**src/rtl/sdrf_pkg.sv**
```systemverilog
package sdrf_pkg;

  typedef enum logic [2:0] {
    OFS_DIV   = 3'd0,
    OFS_EN    = 3'd1,
    OFS_PEND  = 3'd2,
    OFS_START = 3'd3,
    OFS_CMD   = 3'd4,
    OFS_DATA  = 3'd5
  } ofs_e;

  localparam int unsigned LAST_OFS = 5;

  // bit0 cmd tx, bit1 cmd rx, bit2 data tx, bit3 data rx
  localparam logic [3:0] RX_FLAG_MASK = 4'b1010;

  localparam logic [7:0] NO_CARD_BYTE = 8'hFF;
  localparam logic [7:0] LONG_LEAD    = 8'h3F;

  function automatic logic [3:0] rx_view(input logic [3:0] en);
    return en & RX_FLAG_MASK;
  endfunction

endpackage

```
**src/rtl/sdrf_cmd_frame.sv**
```systemverilog
module sdrf_cmd_frame #(
  parameter int FRAME_BYTES = 6,
  localparam int PW = $clog2(FRAME_BYTES),
  localparam int ARG_BYTES = FRAME_BYTES - 2
) (
  input  logic                   clk,
  input  logic                   rst,
  input  logic                   wr_stb,
  input  logic [7:0]             wr_byte,
  input  logic                   rsp_done,
  output logic                   req_valid,
  input  logic                   req_ready,
  output logic [5:0]             idx,
  output logic [8*ARG_BYTES-1:0] arg,
  output logic [7:0]             crc,
  output logic                   busy
);

  localparam logic [PW-1:0] LAST = PW'(FRAME_BYTES - 1);

  logic [7:0]    frame [FRAME_BYTES];
  logic [PW-1:0] wptr;
  logic          skip_next;

  always_ff @(posedge clk) begin
    if (wr_stb && !skip_next) frame[wptr] <= wr_byte;
  end

  always_ff @(posedge clk) begin
    if (rst) begin
      wptr      <= '0;
      skip_next <= 1'b0;
      req_valid <= 1'b0;
      busy      <= 1'b0;
    end else begin
      if (req_valid && req_ready) req_valid <= 1'b0;
      if (rsp_done) busy <= 1'b0;
      if (wr_stb) begin
        if (skip_next) begin
          skip_next <= 1'b0;
        end else if (wptr == LAST) begin
          wptr      <= '0;
          req_valid <= 1'b1;
          busy      <= 1'b1;
          skip_next <= (frame[0][5:0] == 6'd0);
        end else begin
          wptr <= wptr + 1'b1;
        end
      end
    end
  end

  assign idx = frame[0][5:0];
  assign crc = frame[FRAME_BYTES-1];

  for (genvar g = 0; g < ARG_BYTES; g++) begin : g_arg
    assign arg[8*(ARG_BYTES-1-g) +: 8] = frame[g+1];
  end

  p_wptr_range_r4: assert property (@(posedge clk) disable iff (rst)
    wptr <= LAST) else $error("write pointer out of range");

  p_req_hold_r4: assert property (@(posedge clk) disable iff (rst)
    req_valid && !req_ready |=> req_valid && $stable(arg) && $stable(idx) && $stable(crc))
    else $error("request dropped or changed before acceptance");

  p_no_write_busy_r13: assert property (@(posedge clk) disable iff (rst)
    wr_stb |-> !busy) else $error("command byte accepted during outstanding request");

endmodule

```
**src/rtl/sdrf_rsp_buf.sv**
```systemverilog
module sdrf_rsp_buf #(
  parameter int RSP_MAX   = 16,
  parameter int SHORT_LEN = 4,
  localparam int LEN_W = $clog2(RSP_MAX + 2)
) (
  input  logic             clk,
  input  logic             rst,
  input  logic [5:0]       idx_in,
  input  logic             ld_valid,
  input  logic [7:0]       ld_byte,
  input  logic             done,
  input  logic [LEN_W-1:0] done_len,
  input  logic             rd_stb,
  output logic [7:0]       rd_byte
);
  import sdrf_pkg::*;

  localparam logic [LEN_W-1:0] MAXL   = LEN_W'(RSP_MAX);
  localparam logic [LEN_W-1:0] SHORTL = LEN_W'(SHORT_LEN);

  // entry 0 is never stored: the lead byte is computed on read
  logic [7:0]       mem [RSP_MAX+1];
  logic [LEN_W-1:0] ld_ptr;
  logic [LEN_W-1:0] len_q;
  logic [LEN_W-1:0] rptr;
  logic [5:0]       idx_q;
  logic             long_q;
  logic             short_q;

  always_ff @(posedge clk) begin
    if (ld_valid) mem[ld_ptr] <= ld_byte;
  end

  always_ff @(posedge clk) begin
    if (rst) begin
      ld_ptr  <= LEN_W'(1);
      len_q   <= '0;
      rptr    <= '0;
      idx_q   <= '0;
      long_q  <= 1'b0;
      short_q <= 1'b0;
    end else begin
      if (ld_valid && ld_ptr != MAXL) ld_ptr <= ld_ptr + 1'b1;
      if (done) begin
        ld_ptr  <= LEN_W'(1);
        rptr    <= '0;
        idx_q   <= idx_in;
        long_q  <= (done_len == MAXL);
        short_q <= (done_len == SHORTL);
        if (done_len == MAXL)        len_q <= MAXL + 1'b1;
        else if (done_len == SHORTL) len_q <= SHORTL + LEN_W'(2);
        else if (done_len > MAXL)    len_q <= MAXL;
        else                         len_q <= done_len;
      end else if (rd_stb) begin
        rptr <= (rptr >= len_q) ? '0 : rptr + 1'b1;
      end
    end
  end

  always_comb begin
    if (rptr >= len_q)                          rd_byte = 8'h00;
    else if (rptr == '0)                        rd_byte = long_q ? LONG_LEAD : {2'b00, idx_q};
    else if (short_q && rptr == SHORTL + 1'b1)  rd_byte = 8'h00;
    else                                        rd_byte = mem[rptr];
  end

  p_rptr_bound_r6: assert property (@(posedge clk) disable iff (rst)
    rptr <= len_q) else $error("read pointer past reply length");

  p_long_len_r7: assert property (@(posedge clk) disable iff (rst)
    long_q |-> len_q == MAXL + 1'b1) else $error("long reply length wrong");

  p_short_len_r8: assert property (@(posedge clk) disable iff (rst)
    short_q |-> len_q == SHORTL + LEN_W'(2)) else $error("short reply length wrong");

endmodule

```
**src/rtl/sdrf_word_serdes.sv**
```systemverilog
module sdrf_word_serdes #(
  parameter int BYTES = 4,
  localparam int DW = 8 * BYTES,
  localparam int CW = $clog2(BYTES)
) (
  input  logic          clk,
  input  logic          rst,
  input  logic          start_tx,
  input  logic          start_rx,
  input  logic [DW-1:0] wdata,
  output logic          tx_valid,
  output logic [7:0]    tx_byte,
  input  logic          tx_ready,
  input  logic          rx_valid,
  input  logic [7:0]    rx_byte,
  output logic          rx_ready,
  output logic          busy,
  output logic          done,
  output logic [DW-1:0] word
);

  localparam logic [CW-1:0] LAST = CW'(BYTES - 1);

  logic          dir_tx;
  logic [CW-1:0] cnt;
  logic [DW-1:0] shreg;

  always_ff @(posedge clk) begin
    if (rst) begin
      busy   <= 1'b0;
      done   <= 1'b0;
      dir_tx <= 1'b0;
      cnt    <= '0;
      shreg  <= '0;
    end else begin
      done <= 1'b0;
      if (start_tx || start_rx) begin
        busy   <= 1'b1;
        dir_tx <= start_tx;
        cnt    <= '0;
        if (start_tx) shreg <= wdata;
      end else if (busy && ((dir_tx && tx_ready) || (!dir_tx && rx_valid))) begin
        shreg <= dir_tx ? {shreg[DW-9:0], 8'h00} : {shreg[DW-9:0], rx_byte};
        cnt   <= cnt + 1'b1;
        if (cnt == LAST) begin
          busy <= 1'b0;
          done <= 1'b1;
        end
      end
    end
  end

  assign tx_valid = busy && dir_tx;
  assign tx_byte  = shreg[DW-1 -: 8];
  assign rx_ready = busy && !dir_tx;
  assign word     = shreg;

  p_tx_hold_r9: assert property (@(posedge clk) disable iff (rst)
    tx_valid && !tx_ready |=> tx_valid && $stable(tx_byte)) else $error("tx byte not held");

  p_done_idle_r10: assert property (@(posedge clk) disable iff (rst)
    done |-> !busy) else $error("done while still busy");

  p_start_idle_r9: assert property (@(posedge clk) disable iff (rst)
    (start_tx || start_rx) |-> !busy && !done) else $error("start while busy");

endmodule

```
**src/rtl/sdhost_regfront.sv**
```systemverilog
module sdhost_regfront #(
  parameter int ADDR_W      = 8,
  parameter int FRAME_BYTES = 6,
  parameter int RSP_MAX     = 16,
  parameter int SHORT_LEN   = 4,
  parameter int DATA_BYTES  = 4,
  localparam int LEN_W = $clog2(RSP_MAX + 2)
) (
  input  logic             clk,
  input  logic             rst,
  input  logic             card_present,
  input  logic             bus_req,
  input  logic             bus_we,
  input  logic [ADDR_W-1:0] bus_addr,
  input  logic [31:0]      bus_wdata,
  output logic [31:0]      bus_rdata,
  output logic             bus_ack,
  output logic             bus_err,
  output logic             cmd_req_valid,
  input  logic             cmd_req_ready,
  output logic [5:0]       cmd_index,
  output logic [31:0]      cmd_arg,
  output logic [7:0]       cmd_crc,
  input  logic             rsp_load_valid,
  input  logic [7:0]       rsp_load_byte,
  input  logic             rsp_done,
  input  logic [LEN_W-1:0] rsp_len,
  output logic             dat_tx_valid,
  output logic [7:0]       dat_tx_byte,
  input  logic             dat_tx_ready,
  input  logic             dat_rx_valid,
  input  logic [7:0]       dat_rx_byte,
  output logic             dat_rx_ready
);
  import sdrf_pkg::*;

  localparam int WAW = ADDR_W - 2;

  logic [WAW-1:0] word;
  logic           unused_low;
  logic           bad_ofs;
  ofs_e           ofs;
  logic           is_cmd, is_dat;
  logic           accept, long_op;
  logic           cmd_busy;
  logic [7:0]     rsp_byte;
  logic           ser_busy, ser_done;
  logic [31:0]    ser_word;
  logic [31:0]    rd_mux;

  logic [31:0] div_q;
  logic [3:0]  en_q;
  logic [3:0]  pend_q;
  logic [1:0]  start_q;

  assign word       = bus_addr[ADDR_W-1:2];
  assign unused_low = ^bus_addr[1:0];
  assign bad_ofs    = (word > WAW'(LAST_OFS));
  assign ofs        = ofs_e'(word[2:0]);
  assign is_cmd     = !bad_ofs && (ofs == OFS_CMD);
  assign is_dat     = !bad_ofs && (ofs == OFS_DATA);

  assign accept  = bus_req && !bus_ack && !ser_busy && !ser_done
                   && !(is_cmd && card_present && cmd_busy);
  assign long_op = is_dat && card_present;

  sdrf_cmd_frame #(.FRAME_BYTES(FRAME_BYTES)) u_frame (
    .clk       (clk),
    .rst       (rst),
    .wr_stb    (accept && bus_we && is_cmd && card_present),
    .wr_byte   (bus_wdata[7:0]),
    .rsp_done  (rsp_done),
    .req_valid (cmd_req_valid),
    .req_ready (cmd_req_ready),
    .idx       (cmd_index),
    .arg       (cmd_arg),
    .crc       (cmd_crc),
    .busy      (cmd_busy)
  );

  sdrf_rsp_buf #(.RSP_MAX(RSP_MAX), .SHORT_LEN(SHORT_LEN)) u_rsp (
    .clk      (clk),
    .rst      (rst),
    .idx_in   (cmd_index),
    .ld_valid (rsp_load_valid),
    .ld_byte  (rsp_load_byte),
    .done     (rsp_done),
    .done_len (rsp_len),
    .rd_stb   (accept && !bus_we && is_cmd && card_present),
    .rd_byte  (rsp_byte)
  );

  sdrf_word_serdes #(.BYTES(DATA_BYTES)) u_ser (
    .clk      (clk),
    .rst      (rst),
    .start_tx (accept && bus_we && long_op),
    .start_rx (accept && !bus_we && long_op),
    .wdata    (bus_wdata),
    .tx_valid (dat_tx_valid),
    .tx_byte  (dat_tx_byte),
    .tx_ready (dat_tx_ready),
    .rx_valid (dat_rx_valid),
    .rx_byte  (dat_rx_byte),
    .rx_ready (dat_rx_ready),
    .busy     (ser_busy),
    .done     (ser_done),
    .word     (ser_word)
  );

  always_comb begin
    rd_mux = '0;
    if (!bad_ofs) begin
      case (ofs)
        OFS_DIV:   rd_mux = div_q;
        OFS_EN:    rd_mux = {28'd0, en_q};
        OFS_PEND:  rd_mux = {28'd0, pend_q};
        OFS_START: rd_mux = {30'd0, start_q};
        OFS_CMD:   rd_mux = {24'd0, card_present ? rsp_byte : NO_CARD_BYTE};
        OFS_DATA:  rd_mux = '1;
        default:   rd_mux = '0;
      endcase
    end
  end

  always_ff @(posedge clk) begin
    if (rst) begin
      div_q     <= '0;
      en_q      <= '0;
      pend_q    <= '0;
      start_q   <= '0;
      bus_ack   <= 1'b0;
      bus_err   <= 1'b0;
      bus_rdata <= '0;
    end else begin
      bus_ack <= 1'b0;
      bus_err <= 1'b0;
      if (ser_done) begin
        bus_ack   <= 1'b1;
        bus_rdata <= ser_word;
      end else if (accept && !long_op) begin
        bus_ack   <= 1'b1;
        bus_err   <= bad_ofs;
        bus_rdata <= rd_mux;
        if (bus_we && !bad_ofs) begin
          case (ofs)
            OFS_DIV:   div_q <= bus_wdata;
            OFS_EN: begin
              en_q   <= bus_wdata[3:0];
              pend_q <= rx_view(bus_wdata[3:0]);
            end
            OFS_PEND:  pend_q <= rx_view(en_q);
            OFS_START: start_q <= bus_wdata[1:0];
            default: ;
          endcase
        end
      end
    end
  end

  p_pend_tx_zero_r3: assert property (@(posedge clk) disable iff (rst)
    !pend_q[0] && !pend_q[2]) else $error("tx pending bit set");

  p_pend_cmd_rx_r3: assert property (@(posedge clk) disable iff (rst)
    en_q[1] |-> pend_q[1]) else $error("cmd rx pending missing");

  p_pend_dat_rx_r3: assert property (@(posedge clk) disable iff (rst)
    en_q[3] |-> pend_q[3]) else $error("data rx pending missing");

  p_ack_pulse_r13: assert property (@(posedge clk) disable iff (rst)
    bus_ack |=> !bus_ack) else $error("acknowledge longer than one cycle");

  p_err_with_ack_r12: assert property (@(posedge clk) disable iff (rst)
    bus_err |-> bus_ack) else $error("error flag without acknowledge");

endmodule

```
**config.mk**
```make
export PLATFORM = sky130hd
export DESIGN_NAME = sdhost_regfront
export DESIGN_NICKNAME = d
export VERILOG_FILES = /design/src/rtl/sdrf_pkg.sv /design/src/rtl/sdrf_cmd_frame.sv /design/src/rtl/sdrf_rsp_buf.sv /design/src/rtl/sdrf_word_serdes.sv /design/src/rtl/sdhost_regfront.sv
export SDC_FILE = /design/constraint.sdc
export NUM_CORES = 1
export LEC_CHECK = 0
export BUFFER_PORTS_ARGS = -buffer_cell sky130_fd_sc_hd__buf_2
export CORE_MARGIN = 2
export CORE_UTILIZATION = 55
export DETAILED_ROUTE_END_ITERATION = 12
export GPL_ROUTABILITY_DRIVEN = 0
export GPL_TIMING_DRIVEN = 0
export PLACE_DENSITY = 0.76
export SYNTH_ARGS = -nofsm -noshare
export SYNTH_HDL_FRONTEND = slang
export SYNTH_HIERARCHICAL = 1
export SYNTH_SLANG_ARGS = --single-unit
```
**constraint.sdc**
```tcl
create_clock -name clk -period 6.8 [get_ports clk]
set_input_delay 1.02 -clock clk [delete_from_list [all_inputs] [get_ports clk]]
set_output_delay 1.02 -clock clk [all_outputs]
set_load 0.02 [all_outputs]
```
Word level (Yosys, flattened, before mapping):

Memory sizes are Yosys's and may differ from the RTL's. A register that Yosys moved wholly into a read port is not among the register bits.
Index checks and enable logic that the tools add are counted.

* output and inout bits: 91
* memories: 2
* RAM bits: 184
* bits of input ports: 71
* register bits: 142
* word-level logic and storage cells: 145

Memories
* u_rsp.mem: words 17, bits a word 8, read ports 1, clocked after Yosys merged registers in 1, write ports 1, RTL line sdrf_rsp_buf.sv:22 `logic [7:0] mem [RSP_MAX+1];`
* u_frame.frame: words 6, bits a word 8, read ports 6, clocked after Yosys merged registers in 0, write ports 1, RTL line sdrf_cmd_frame.sv:21 `logic [7:0] frame [FRAME_BYTES];`

* mux-type cells: 41
* bitwise operators: 4
* equality and inequality tests: 12
* magnitude comparators: 3
* reductions and logical operators: 57
* $add $sub $neg: 4

Operators by type and width (number)
* two-way mux 32 bit: 6
* case mux 32 bit (6 select lines): 1
* two-way mux 8 bit: 5
* two-way mux 5 bit: 6
* logical AND 1 bit: 28
* two-way mux 1 bit: 20
* AND reduction 4 bit: 4
* adder 5 x 1 -> 5 bit, second input constant: 2
* equality test 5 x 3 -> 1 bit, second input constant: 2
* equality test 3 bit, second input constant: 3
* zero test 1 bit: 9
* case mux 4 bit (2 select lines): 1
* nonzero test 2 bit: 4
* equality test 3 x 2 -> 1 bit, second input constant: 2
* greater-than comparator 6 x 3 -> 1 bit, second input constant: 1
* zero test 6 bit: 1
* two-way mux 6 bit: 1
* AND reduction 2 bit: 3
* OR reduction 3 bit: 2
* equality test 5 bit, second input constant: 1
* >= comparator 5 bit: 1
* greater-than comparator 5 bit, second input constant: 1
* zero test 5 bit: 1
* inequality test 5 bit, second input constant: 1
* other kinds (10): 15

Logic depth before layout (Yosys ltp):

* depth after elaboration: 13
* mapped depth: 12
* gate-level depth less buffers: 11

By module:

Netlist, hierarchy kept.

By module, submodules not included
* sdrf_rsp_buf: seq. area each 4644.5 um2, cells each 415, area an instance 6792.8 um2, times used 1
* sdhost_regfront: seq. area each 1481.4 um2, cells each 384, area an instance 3261.9 um2, times used 1
* sdrf_word_serdes: seq. area each 740.7 um2, cells each 198, area an instance 2092.0 um2, times used 1
* sdrf_cmd_frame: seq. area each 1501.4 um2, cells each 80, area an instance 1660.3 um2, times used 1

Worst setup path before layout:

Ideal clock, no wire load.

* kind: input port to flip-flop
* start point: in bus_addr[3]
* end point: mem u_frame.frame[0][0] (enable)
* path buffers: 0
* arrival: 2.893 ns
* cell stages on the path: 6
* setup time: 0.377 ns
* required time: 6.423 ns
* path slack: 3.530 ns
* cell sequence: a2111oi_0 -> nand3_1 -> nor2b_1 -> inv_1 -> or3_1 -> nor3_1

* longest elaborated chain between the ends: 13
* elaborated cells between the ends (all ways): 14
* classes of those cells: order compare (1); eq/ne (1); mux (2); reduce/logical (10)

RTL lines
* start, declared: RTL line sdhost_regfront.sv:14 `input logic [ADDR_W-1:0] bus_addr,`
* greater-than comparator 6 x 3 -> 1 bit: RTL line sdhost_regfront.sv:58 `assign bad_ofs = (word > WAW'(LAST_OFS));`
* zero test 1 bit: RTL line sdhost_regfront.sv:60 `assign is_cmd = !bad_ofs && (ofs == OFS_CMD);`
* logical AND 1 bit *: RTL line sdhost_regfront.sv:60
* logical AND 1 bit (2 in series): RTL line sdhost_regfront.sv:64 `&& !(is_cmd && card_present && cmd_busy);`
* zero test 1 bit: RTL line sdhost_regfront.sv:64
* logical AND 1 bit: RTL line sdhost_regfront.sv:64
* logical AND 1 bit: RTL line sdhost_regfront.sv:70 `.wr_stb (accept && bus_we && is_cmd && card_present),`
* logical AND 1 bit * (2 in series): RTL line sdhost_regfront.sv:70
* logical AND 1 bit *: RTL line sdrf_cmd_frame.sv:26 `if (wr_stb && !skip_next) frame[wptr] <= wr_byte;`
* two-way mux 1 bit *: RTL line sdrf_cmd_frame.sv:26
* two-way mux 1 bit (implied by the code) *: RTL line sdrf_cmd_frame.sv:26
* end, declared: RTL line sdrf_cmd_frame.sv:21

Every way passes the cells marked *; elsewhere a longest branch is shown, timed or not.

==> impl_metrics.json <==
{
  "req_time_crit_path_ns": 7.21,
  "route.final.wire_length_mm": 35.6,
  "detailedRoute.firstIterationViolations": 1180,
  "post-cts-setup-buffers": 0,
  "hp-start": "div_q[22]",
  "synth_warnings": 6,
  "rr_startpoint": "u_ser/done",
  "hold_path_class": "reg2reg",
  "routed-via-count": 9862,
  "post_cts_hold_buffer_count": 0,
  "fp.coreArea_um2": 24500,
  "ys_dominant_reg_cell": "edfxtp_1",
  "timing.critical_path.arrival_ns": 4.09,
  "drt_first_pass_iters": 5,
  "htreeDepth": 2,
  "chipHeight_um": 162,
  "net_count_synth": 1161,
  "layout_common_cells": "edfxtp_1, buf_2, dfxtp_1",
  "area_growth_pct": 17.2,
  "final_cell_area_um2": 16200,
  "synth_cells": 1077,
  "final.hold.worst_slack_ns": 0.456,
  "clock-root-buffer": "clkbuf_16",
  "post_dp_hpwl_mm": 24.2,
  "global_route_usage_over_all_layers_pct": 27.1,
  "clock_tree.buffer_depth": 3,
  "timing.critical_path.mode_cell": "buf_2",
  "finalSetupViolCount": 0,
  "timing.clock.skew_ns": 0.0185,
  "detail-route-antenna-nets": 0,
  "synth_edf_count": 182,
  "number_of_clock_sinks": 327,
  "post_dp_cell_area_um2": 15000,
  "max_cap_viols": 0,
  "slew_headroom_pct": 31.1,
  "std_cell_rows": 57,
  "die_area_um2": 26400,
  "cts_tree": "yes",
  "fin_crit_ns": 3.67,
  "io-pin-count": 162,
  "vias_per_instance": 6.08,
  "path_max_fanout": 10,
  "cts_resized": 0,
  "grt_antenna_before_repair": 1,
  "synth_area_per_cell_um2": 12.8,
  "report.final.slew_viol_count": 0,
  "grt_start_max_net_pins": 18,
  "layout.cells.most_common": "edfxtp_1",
  "tightestPinTransition_ns": 1.03,
  "slowest_stage": "a2111oi_0",
  "ys_seq_elements": 327,
  "final_power_mw": 4.20,
  "net_count_reported_at_finish": 1355,
  "total_leakage_power_nw": 5.72,
  "ys_seq_area_share_pct": 60.6,
  "chipWidth_um": 162,
  "totalNegativeSetupSlack_ns": 0,
  "utilization_pct": 66.2,
  "setup.worst_path.start_class": "primary input",
  "initial_utilization_pct": 56.4,
  "synthesis.area_um2": 13800,
  "critical_path_class": "in2reg",
  "number_of_clock_buffers_inserted_by_tritoncts": 35,
  "first_global_vias": 9485,
  "grt_pass1_wl_mm": 54.8,
  "wire_per_inst_um": 21.9,
  "final_min_period_over_clock_period_pct": 54.0,
  "clkLatencyLatePin_ns": 0.51,
  "powerDensity_nw_per_um2": 260,
  "worstPathBufferInverterCount": 4,
  "setup_repair_after_global_routing_missed_its_margin": "false",
  "status": "finished, final reports clean",
  "final-hold-violation-count": 0,
  "timing.critical_path.from": "bus_addr[3]",
  "global_route.overflow_total": 0,
  "post_cts_clock_slew_at_the_launch_and_capture_registers_of_the_worst_setup_and_hold_paths_ns": 0.05,
  "synth_cell_type_count": 64,
  "buffer_ports.inserted": 157,
  "post-route-drc-count": 0,
  "post_route_cells_drive_above_1_share_pct": 25.0,
  "worstSetupEndpointType": "flip-flop",
  "max_fclk_ghz": 0.272,
  "critical_path.cell_chain": "buf_2 -> a2111oi_0 -> nand2_1 -> buf_2 -> buf_2 -> nor3b_1 -> inv_1 -> or3_1 -> a21oi_1",
  "worst_path_dominant_cell_family": "simple AND/OR/NAND/NOR gates",
  "postSynth.asyncResetShare_pct": 0,
  "worst_path_largest_cell_delay_ns": 0.78,
  "power.ir.vdd_worst_mv": 0.193
}
[path summary, 6_finish.rpt]
path	depth (start not counted)	end	slack, ns
max	9	flip-flop	3.13
min	2	div_q[22]	0.46
max reg2reg	9	flip-flop	3.48
min reg2reg	2	div_q[22]	0.46
[cells by family after synthesis]
family                     share of synthesized area (%)
buffers and inverters                               4.20
muxes                                               10.3
adders and majority gates                           1.18
AOI/OAI and AO/OA                                   13.3
and+or+nand+nor                                     10.1
xor gates and xnor gates                           0.317
DFF                                                 60.6
[power by group]
part	internal (mW)	switching, mW	leakage [nW]
Sequential	2.10	0.00651	2.81
Clock	1.19	0.746	0.570
Combinational	0.0491	0.111	2.33
Total	3.34	0.864	5.72
[per-layer routing]
layer  global-route usage (%)  share of wire (%)  vias up
met5                        0                  0        -
met4                     9.86                3.4        0
met3                     3.95                8.2       87
met2                     44.2                 47      518
met1                     37.3                 42     4779
li1                         -                  -     4478
[through the flow]
stage	setup WS, ns	instances
finish	3.13	1621
global route	2.90	1621
CTS	3.18	1620
detailed placement	2.71	1558
global placement	2.74	1558
floorplan	3.53	1077
[sequential cells by signal (all words and copies together) (netlist names), 2 cells and up, named ones only]
name,cells
u_rsp/mem,136
u_frame/frame,46
bus_rdata,32
div_q,32
u_ser/word,32
u_rsp/idx_q,6
u_rsp/ld_ptr,5
u_rsp/len_q,5
u_rsp/rptr,5
en_q,4
u_frame/wptr,3
pend_q,2
start_q,2
u_ser/cnt,2
[tightest hold or removal path, stage by stage (launching register included)]
cell and delay (ns):
dfxtp_1 0.31, nand2_1 0.05, a21oi_1 0.05
[cells in the mapped netlist (all sizes together) (3+ instances only)]
library cell	n	share of area [%]
a2111oi	7	0.44
a211oi	65	4.6
a21o	3	0.22
a21oi	91	3.3
a221o	29	2.1
a31oi	3	0.24
a32o	3	0.22
and2	3	0.14
and3	8	0.36
buf	49	2.5
clkbuf	38	1.0
dfxtp	145	21
edfxtp	182	40
ha	13	1.2
inv	25	0.68
mux2	13	1.1
mux2i	56	4.1
mux4	29	5.1
nand2	85	2.3
nand2b	12	0.54
nand3	9	0.33
nand3b	3	0.16
nand4	6	0.27
nor2	60	1.6
nor2b	14	0.63
nor3	33	1.2
nor3b	6	0.33
nor4b	12	0.85
o211ai	3	0.16
o21a	3	0.16
o21ai	18	0.65
o22ai	11	0.50
or2	7	0.32
or3	9	0.41
xor2	4	0.25
[layout make-up]
type                       instances  area [um2]
multi-input combinational        638        4860
timing repair buffer             157         786
clock inverter                    18         221
tap                              324         405
fill                            1777        8280
inverter                          25        93.8
buffer                            87         487
sequential                       327        8370
clock buffer                      44         962
antenna                            1        2.50
(Power assumes the default switching activity.)
